File: src/rtl/tgs_pkg.sv
package tgs_pkg;

    localparam int unsigned DIGIT_W    = 4;
    localparam int unsigned SETTLE_CYC = 2;
    localparam int unsigned N_GUARDS   = 2;
    localparam int unsigned G_PRESENT  = 0;
    localparam int unsigned G_ABSENT   = 1;

    typedef logic [DIGIT_W-1:0] digit_t;

    typedef enum logic {
        ST_WAIT = 1'b0,
        ST_HELD = 1'b1
    } steer_st_e;

    typedef struct packed {
        steer_st_e st;
        digit_t    code;
    } rx_state_t;

    function automatic digit_t bus_view(input logic rd, input digit_t code);
        return rd ? code : '0;
    endfunction

    function automatic logic irq_level_n(input logic en, input logic flag);
        return !(en && flag);
    endfunction

endpackage

File: src/rtl/tgs_guard_timer.sv
module tgs_guard_timer #(
    parameter int unsigned CW = 16
) (
    input  logic          clk,
    input  logic          rst,
    input  logic          run,
    input  logic [CW-1:0] limit,
    output logic          expire
);
    logic [CW-1:0] cnt_q;

    assign expire = run && (cnt_q >= limit);

    always_ff @(posedge clk) begin
        if (rst || !run || expire) begin
            cnt_q <= '0;
        end else begin
            cnt_q <= cnt_q + 1'b1;
        end
    end
endmodule

File: src/rtl/tgs_settle_line.sv
module tgs_settle_line #(
    parameter int unsigned DEPTH = 2
) (
    input  logic clk,
    input  logic rst,
    input  logic start,
    input  logic kill,
    output logic done
);
    logic [DEPTH-1:0] sr_q;

    generate
        if (DEPTH == 1) begin : g_single
            always_ff @(posedge clk) begin
                if (rst || kill) sr_q <= '0;
                else             sr_q <= start;
            end
        end else begin : g_chain
            always_ff @(posedge clk) begin
                if (rst || kill) sr_q <= '0;
                else             sr_q <= {sr_q[DEPTH-2:0], start};
            end
        end
    endgenerate

    assign done = sr_q[DEPTH-1];
endmodule

File: src/rtl/tone_guard_steer.sv
module tone_guard_steer
    import tgs_pkg::*;
#(
    parameter int unsigned CW = 16
) (
    input  logic          clk,
    input  logic          rst,
    input  logic          est_i,
    input  logic [3:0]    code_i,
    input  logic          rd_i,
    input  logic          irq_en_i,
    input  logic [CW-1:0] gtp_i,
    input  logic [CW-1:0] gta_i,
    output logic          gt_o,
    output logic [3:0]    rdata_o,
    output logic          dly_flag_o,
    output logic          status_o,
    output logic          irq_n_o
);
    rx_state_t     rx_q;
    logic          flag_q;
    logic          held;
    logic [N_GUARDS-1:0] g_run;
    logic [N_GUARDS-1:0] g_exp;
    logic [CW-1:0] g_lim [N_GUARDS];
    logic          accept;
    logic          release_now;
    logic          settled;

    assign held = (rx_q.st == ST_HELD);

    // Guard windows: present runs while waiting with strobe high,
    // absent runs while holding with strobe low.
    assign g_run[G_PRESENT] = !held &&  est_i;
    assign g_run[G_ABSENT]  =  held && !est_i;
    assign g_lim[G_PRESENT] = gtp_i;
    assign g_lim[G_ABSENT]  = gta_i;

    generate
        for (genvar g = 0; g < N_GUARDS; g++) begin : g_guard
            tgs_guard_timer #(.CW(CW)) i_timer (
                .clk    (clk),
                .rst    (rst),
                .run    (g_run[g]),
                .limit  (g_lim[g]),
                .expire (g_exp[g])
            );
        end
    endgenerate

    assign accept      = g_exp[G_PRESENT];
    assign release_now = g_exp[G_ABSENT];

    tgs_settle_line #(.DEPTH(SETTLE_CYC)) i_settle (
        .clk   (clk),
        .rst   (rst),
        .start (accept),
        .kill  (release_now),
        .done  (settled)
    );

    always_ff @(posedge clk) begin
        if (rst) begin
            rx_q.st   <= ST_WAIT;
            rx_q.code <= '0;
        end else if (accept) begin
            rx_q.st   <= ST_HELD;
            rx_q.code <= code_i;
        end else if (release_now) begin
            rx_q.st   <= ST_WAIT;
        end
    end

    always_ff @(posedge clk) begin
        if (rst || release_now) flag_q <= 1'b0;
        else if (settled)       flag_q <= 1'b1;
    end

    assign gt_o       = held;
    assign rdata_o    = bus_view(rd_i, rx_q.code);
    assign dly_flag_o = flag_q;
    assign status_o   = flag_q;
    assign irq_n_o    = irq_level_n(irq_en_i, flag_q);
endmodule

File: config.mk
export PLATFORM = sky130hd
export DESIGN_NAME = tone_guard_steer
export DESIGN_NICKNAME = d
export VERILOG_FILES = /design/src/rtl/tgs_pkg.sv /design/src/rtl/tgs_guard_timer.sv /design/src/rtl/tgs_settle_line.sv /design/src/rtl/tone_guard_steer.sv
export SDC_FILE = /design/constraint.sdc
export NUM_CORES = 1
export LEC_CHECK = 0
export ABC_AREA = 1
export BUFFER_PORTS_ARGS = -buffer_cell sky130_fd_sc_hd__buf_4
export CORE_MARGIN = 2
export CORE_UTILIZATION = 35
export DETAILED_ROUTE_END_ITERATION = 10
export PLACE_DENSITY = 0.52
export SLEW_MARGIN = 20
export SYNTH_ARGS = -nofsm -noshare
export SYNTH_HDL_FRONTEND = slang
export SYNTH_SLANG_ARGS = --single-unit
File: constraint.sdc
create_clock -name clk -period 2.1 [get_ports clk]
set_clock_uncertainty 0.2 [all_clocks]
set_input_delay 0.315 -clock clk [delete_from_list [all_inputs] [get_ports clk]]
set_output_delay 0.315 -clock clk [all_outputs]
set_load 0.05 [all_outputs]
== After elaboration in Yosys (flattened, before gate mapping) ==
Cells that the tools add are included.

* ROM bits: 0
* Bits in latches: 0
* Bits in registers: 40
* Memories: 0
* Bits of input ports: 41
* Word-level logic and storage cells: 29
* RAM bits: 0
* Output and inout bits: 8

* Shift operators: 0
* Divide/modulo/power cells: 0
* Equal/unequal tests: 0
* Mux-type cells: 3
* $add $sub $neg: 2
* Bitwise gates (word level): 0
* Reductions and logical operators: 16
* Magnitude comparators: 2
* $mul: 0

{| class="wikitable"
|+ Operator list
! cell !! count
|-
| 16-bit by 1-bit adder with 16-bit output (second input constant) || 2
|-
| 16-bit >= comparator || 2
|-
| 1-bit logical AND || 5
|-
| 1-bit logical NOT || 5
|-
| 1-bit logical OR || 5
|-
| 4-bit two-way mux || 1
|-
| 1-bit two-way mux || 2
|-
| 2-bit nonzero test || 1
|}

== Longest topological paths before layout ==
Gate-level depths: netlist (run 1).

* Word-level depth: 5
* Depth in mapped cells: 15
* Depth with buffers taken out: 14

== Modules after synthesis ==
Synthesis (run 1) repeated with hierarchy kept, for this count alone.

* Cell total of the unflattened synthesis: 362
* Area total of the unflattened synthesis: 2630.0 µm²

{| class="wikitable"
|+ Modules (own cells, without submodules)
! module !! cells each !! seq. area each (µm²) !! instances !! area each (µm²)
|-
| tgs_guard_timer || 152 || 320.3 || 2 || 1129.8
|-
| tone_guard_steer || 49 || 120.1 || 1 || 304.0
|-
| tgs_settle_line || 9 || 40.0 || 1 || 66.3
|}

== Worst setup path after synthesis (run 1) ==
Ideal clock, no wire load.

* Path kind: register to register
* From: reg g_guard[0].i_timer.cnt_q[0]
* To: reg g_guard[0].i_timer.cnt_q[2]
* Arrival: 1.479 ns
* Clock period less this slack: 1.796 ns
* Required time: 1.783 ns
* Buffers on the path: 1
* Path slack: 0.304 ns
* Library setup time: 0.117 ns
* Stages on the path, launching flop included: 15
* Cell sequence: dfxtp_1 > inv_1 > ha_1 > nand2_1 > nor2_1 > nor2_1 > nand2_1 > nand2_1 > nand2_1 > nand2_2 > nand2_4 > nand2_4 > nand3_4 > buf_8 > nor2_2

* Cells in the longest elaborated chain, start to end: 3
* Elaborated cells between the ends (all ways): 4

{| class="wikitable"
|+ RTL lines
! what !! line !! source
|-
| start: declaration || tgs_guard_timer.sv:10 || <nowiki>logic [CW-1:0] cnt_q;</nowiki>
|-
| start signal: assignment || tgs_guard_timer.sv:18 || <nowiki>cnt_q <= cnt_q + 1'b1;</nowiki>
|-
| 16-bit >= comparator || tgs_guard_timer.sv:12 || <nowiki>assign expire = run && (cnt_q >= limit);</nowiki>
|-
| 1-bit logical AND || tgs_guard_timer.sv:12 ||
|-
| 1-bit logical OR || tgs_guard_timer.sv:15 || <nowiki>if (rst || !run || expire) begin</nowiki>
|}

Parallel ways exist; a longest one is shown, timed or not.
A chain may end at the register's enable or synchronous reset.

== Worst setup path in the final report (run 1) ==
* From: reg g_guard[0].i_timer.cnt_q[9]
* To: reg g_guard[0].i_timer.cnt_q[7]

* Cells in the longest elaborated chain, start to end: 3

{| class="wikitable"
|+ RTL lines
! what !! line
|-
| 16-bit >= comparator || tgs_guard_timer.sv:12
|-
| 1-bit logical AND || tgs_guard_timer.sv:12
|-
| 1-bit logical OR || tgs_guard_timer.sv:15
|}

No other way between the ends.

==> results.tsv, run 1 <==
metric	value	unit
outcome	finished, final reports clean	
share of layout cells above drive strength 1	23.0	%
1st-iter DRT viols	40	
Layout Cells excl Fill	536	
Crit. End Element	flip-flop	
Final GP Congestion	0.790	
setup TNS	0	ns
depth of the CTS H-tree	2	
crit share post-route	89.3	%
WL per Instance	9.78	um
Starting Density	35.7	%
antenna violation net count after detailed routing	0	
worst-path maximum fanout	16	
Avg Vias per Cell	4.36	
Area Overhead vs Synth	25.4	%
DRC viols	0	
vias in the first global route	2386	
post-synthesis sequential area ratio	29.3	%
CP required	2.12	ns
fin. max-slew vios	0	
Inst Count DP	529	
final hold violations	0	
footprint of the multi-input gates	1610	um^2
Synth Instances	369	
ys async rst share	0	%
# Max-Cap Violations	0	
num rows	32	
Fmax	533	MHz
pwr/cell area	481	nW/um^2
nets	509	
Clock Path Buffers	2	
sequential power share	46.2	%
core area	7650	um^2
Internal Power	1.30	mW
Clock power frac	45.0	%
Switching Power	343	uW
Reg area	801	um^2
largest net degree at the start of global routing	17	
post-cts sizing count	0	
Distinct cells, synth	31	
Top FF cell, synth	dfxtp_1	
filler cell count	815	
sw frac	20.8	%
M3 GR Usage	2.44	%
busiest grt layer	met2	
post-synthesis register bit count	40	
grt met1 use	15.1	%
ANT cells	0	
Reg clk slew, reported paths	0.08	ns
port bufs	48	
TritonRoute pass-1 iters	4	
M2 GR Usage	25.2	%
die extent in x	92.4	um
Skew-Pair Late Insertion Delay	0.29	ns
Post-Syn Nets	444	
Ports	49	
crit path time final	1.88	ns
Routed WL	5240	um
EDFF count, synth	0	
CP arrival	1.90	ns
crit path kind	flip-flop to flip-flop	
RSZ-0062 raised after global routing	false	
Hold WC Path Type	primary input to flip-flop	
combinational share of power	8.8	%
initial antenna violation count	0	
DIE AREA	8530	um^2
Leakage	1.70	nW
crit start category	flip-flop	
setup bufs post-CTS	0	
DP Wirelength	4320	um
final setup violating endpoints	0	
Yosys warnings	0	
Vias	2338	
TritonCTS clock tree	yes	
GRT Util Overall	13.4	%
final global-route overflow total	0	
worst relative slew slack	69.0	%
hold slack	0.143	ns
slew of the pin with the lowest slew margin	0.463	ns
Max VDD drop	0.000279	V
die height	92.4	um
CTS Root Buffer Type	clkbuf_8	
first-pass GRT wire length	9490	um
synthesized area	2730	um^2
CTS Sinks	40	
Hold Buf Count CTS	0	
total CTS buffers	5	
syn_area_per_cell	7.41	um^2
area by class of cell:
type                       count  area share [%]
inverter                      79            8.65
sequential                    40            23.4
tap                          102            3.72
clock inverter                 2            1.75
multi-input combinational    246            46.9
clock buffer                   5            2.01
timing repair buffer          62            13.6
cell usage after synthesis (3+ instances only):
master,count,share of area [%]
inv_1,78,11
nand2_1,64,8.8
nor2_1,41,5.6
dfxtp_1,40,29
ha_1,34,16
xor2_1,19,6.1
a21oi_1,17,3.1
nor2_2,13,3.0
nand3_1,12,2.2
nor3_1,9,1.6
xnor2_1,7,2.2
nand4_1,5,1.1
nand3_2,3,1.1
nor2_4,3,1.2
per-stage QoR:
step | power (mW) | setup slack (ns) | cell area (um^2) | utilization [%]
6_report | 1.65 | 0.224 | 3430 | 44.8
5_1_grt | 1.72 | 0.00990 | 3430 | 44.8
2_1_floorplan | 0.852 | 0.304 | 2730 | -
3_3_place_gp | 0.923 | 0.0850 | 3290 | 43.1
4_1_cts | 1.67 | 0.181 | 3420 | 44.8
3_5_place_dp | 0.927 | 0.0763 | 3290 | 43.1
layer usage:
metal / wire length (um) / vias up
li1: - / 1264
met1: 2390 / 1037
met2: 2620 / 29
met3: 161 / 8
met4: 66 / 0
met5: 0 / -
registers in the layout (all words and copies together) (netlist names):
register and count:
rx_q 4, g_guard.i_timer.cnt_q 32, dly_flag_o 1, gt_o 1, i_settle.sr_q 2
logic make-up after synthesis:
family | share of synthesized area, %
XOR/XNOR | 8.92
AO/OA/AOI/OAI | 5.13
adder cells (fa/ha/maj) | 15.6
buffers and inverters | 12.0
flip-flops | 29.3
AND/OR/NAND/NOR | 29.1
power by group through the flow:
stage	Clock (mW)	Combinational, mW	Sequential, mW
final	0.742	0.145	0.761
after global routing	0.794	0.167	0.761
after CTS	0.763	0.149	0.761
after detailed placement	0	0.148	0.779
after global placement	0	0.145	0.779
after floorplan	0	0.0728	0.779
cells in the final DEF, fill, tap and decap left out, drive strengths merged:
| cell type | synthesis | final |
|---|---|---|
| nand4 | 7 | 7 |
| xnor2 | 8 | 8 |
| dfxtp | 40 | 40 |
| clkbuf | 0 | 5 |
| clkinv | 1 | 1 |
| a21oi | 19 | 19 |
| or2 | 1 | 1 |
| xor2 | 19 | 19 |
| buf | 4 | 62 |
| o21bai | 2 | 2 |
| inv | 78 | 78 |
| nor3b | 1 | 1 |
| bufinv | 0 | 2 |
| o21a | 1 | 1 |
| nand3 | 16 | 16 |
| nor2 | 57 | 57 |
| nand2 | 68 | 68 |
| o21ai | 3 | 3 |
| ha | 34 | 34 |
| nor3 | 10 | 10 |
worst max-delay path: stages, from the launching register on:
cell and delay, ns:
dfxtp_1 0.32, ha_1 0.29, a21oi_1 0.17, o21ai_1 0.09, a21oi_2 0.20, nand2_4 0.08
nand2_4 0.06, nand3_4 0.22, nor2_1 0.16
final timing paths:
check / from / slack [ns] / end / cells after the start
setup reg to reg: g_guard[0].i_timer.cnt_q[9]$_SDFF_PP0_ / 0.22 / g_guard[0].i_timer.cnt_q[7]$_SDFF_PP0_ / 8
hold / removal: code_i[2] / 0.14 / rx_q[2]$_SDFFE_PP0P_ / 5
hold reg to reg: i_settle.sr_q[0]$_SDFF_PP0_ / 0.21 / i_settle.sr_q[1]$_SDFF_PP0_ / 2
setup / recovery: g_guard[0].i_timer.cnt_q[9]$_SDFF_PP0_ / 0.22 / g_guard[0].i_timer.cnt_q[7]$_SDFF_PP0_ / 8
No activity file was read; power rests on OpenSTA's default activity.
==> inputs of run 2 (changes only) <==
==> constraint.sdc (replaced) <==
create_clock -name clk -period 2.3 [get_ports clk]
set_clock_uncertainty 0.2 [all_clocks]
set_input_delay 0.345 -clock clk [delete_from_list [all_inputs] [get_ports clk]]
set_output_delay 0.345 -clock clk [all_outputs]
set_load 0.05 [all_outputs]
==> results.tsv, run 2 (synthesized netlist as in run 1, its figures left out) <==
metric	value	unit
outcome	finished, final reports clean	
crit start category	flip-flop	
num rows	32	
Layout Cells excl Fill	528	
sw frac	22.6	%
die extent in x	92.4	um
hold path start	code_i[3]	
antenna violation net count after detailed routing	0	
Final GP Congestion	0.792	
DRC viols	0	
Starting Density	35.7	%
most frequent cells in the layout	inv_1, nand2_1, buf_4	
die height	92.4	um
sequential power share	49.6	%
commonest non-fill, non-tap cell in the layout	inv_1	
Switching Power	316	uW
Crit. End Element	flip-flop	
total CTS buffers	5	
R2R cell count	9	
Hold WC Path Type	primary input to flip-flop	
TritonRoute pass-1 iters	4	
post-cts sizing count	0	
crit path kind	flip-flop to flip-flop	
DP Wirelength	4040	um
TritonCTS clock tree	yes	
Leakage	1.64	nW
Top Registers	g_guard.i_timer.cnt_q: 32 flops, rx_q: 4 flops, i_settle.sr_q: 2 flops	
Inst Count DP	520	
first-pass GRT wire length	9190	um
hold path depth	5	
worst relative slew slack	68.8	%
slew of the pin with the lowest slew margin	0.466	ns
Vias	2227	
ANT cells	0	
Hold Buf Count CTS	0	
vias in the first global route	2238	
Finished Cell Area	3340	um^2
nets	500	
Placed Area	3230	um^2
GRT Util Overall	13.2	%
Routed WL	4900	um
setup TNS	0	ns
fin. max-slew vios	0	
max reg flops	32	
hold slack	0.169	ns
setup bufs post-CTS	0	
worst-path maximum fanout	16	
Avg Vias per Cell	4.22	
Internal Power	1.08	mW
RSZ-0062 raised after global routing	false	
CP arrival	2.02	ns
CP required	2.33	ns
DIE AREA	8530	um^2
initial antenna violation count	0	
core area	7650	um^2
CTS Sinks	40	
WL per Instance	9.28	um
final global-route overflow total	0	
final hold violations	0	
# Max-Cap Violations	0	
reg2reg start	g_guard[0].i_timer.cnt_q[7]$_SDFF_PP0_	
combinational share of power	9.2	%
Setup crit start	g_guard[0].i_timer.cnt_q[7]$_SDFF_PP0_	
Layout Utilization	43.7	%
Fmax	501	MHz
crit path time final	2.00	ns
largest net degree at the start of global routing	17	
overall power	1.40	mW
Area Overhead vs Synth	22.1	%
Largest Register	g_guard.i_timer.cnt_q	
pwr/cell area	420	nW/um^2
port bufs	48	
CTS Root Buffer Type	clkbuf_8	
final setup violating endpoints	0	
Skew-Pair Late Insertion Delay	0.29	ns
Max VDD drop	0.000275	V
1st-iter DRT viols	59	
Clock power frac	41.2	%
Ports	49	
Reg clk slew, reported paths	0.08	ns
depth of the CTS H-tree	2	
crit share post-route	86.9	%
Clock Path Buffers	2	
final setup margin	0.302	ns
dpl ws	0.169	ns
share of layout cells above drive strength 1	21.4	%
-- run 2: cell types whose count changed in the layout (fill, tap and decap cells not counted), sizes merged --
cell / previous run / this run
buf: 62 / 53
bufinv: 2 / 1
clkinv: 1 / 2
clkinvlp: 0 / 1
-- run 2: power by group through the flow --
stage / clock (mW) / sequential (mW) / combinational [mW]
finish: 0.577 / 0.695 / 0.130
detailed placement: 0 / 0.711 / 0.132
CTS: 0.595 / 0.695 / 0.133
global route: 0.628 / 0.695 / 0.152
floorplan: 0 / 0.712 / 0.0665
global placement: 0 / 0.711 / 0.131
-- run 2: per-layer routing --
layer | GRT usage (%) | routed length (um) | part of all wire (%)
met1 | 16.1 | 2340 | 48
met5 | 0 | 0 | 0
met2 | 22.7 | 2320 | 47
met4 | 4.48 | 59 | 1.2
met3 | 3.01 | 181 | 3.7
-- run 2: final cells by class --
type | instances | area, um^2
Fill cell | 811 | 4310
Timing Repair Buffer | 53 | 398
Tap cell | 102 | 128
Clock inverter | 3 | 42.5
Multi-Input combinational cell | 246 | 1600
Clock buffer | 5 | 68.8
Inverter | 79 | 297
Sequential cell | 40 | 801
-- run 2: critical path, stage by stage, from the launching register on --
cell and delay (ns):
dfxtp_1 0.44, ha_1 0.28, a21oi_1 0.13, o21a_1 0.14
nand2_1 0.09, nand2_2 0.08, nand2_4 0.09, nand2_4 0.08
nand3_4 0.21, nor2_1 0.17
-- run 2: path summary, 6_finish.rpt --
check	slack (ns)	to
worst max register to register	0.30	g_guard[0].i_timer.cnt_q[4]$_SDFF_PP0_
worst min register to register	0.21	i_settle.sr_q[1]$_SDFF_PP0_
worst min-delay path	0.17	rx_q[3]$_SDFFE_PP0P_
worst max-delay path	0.30	g_guard[0].i_timer.cnt_q[4]$_SDFF_PP0_
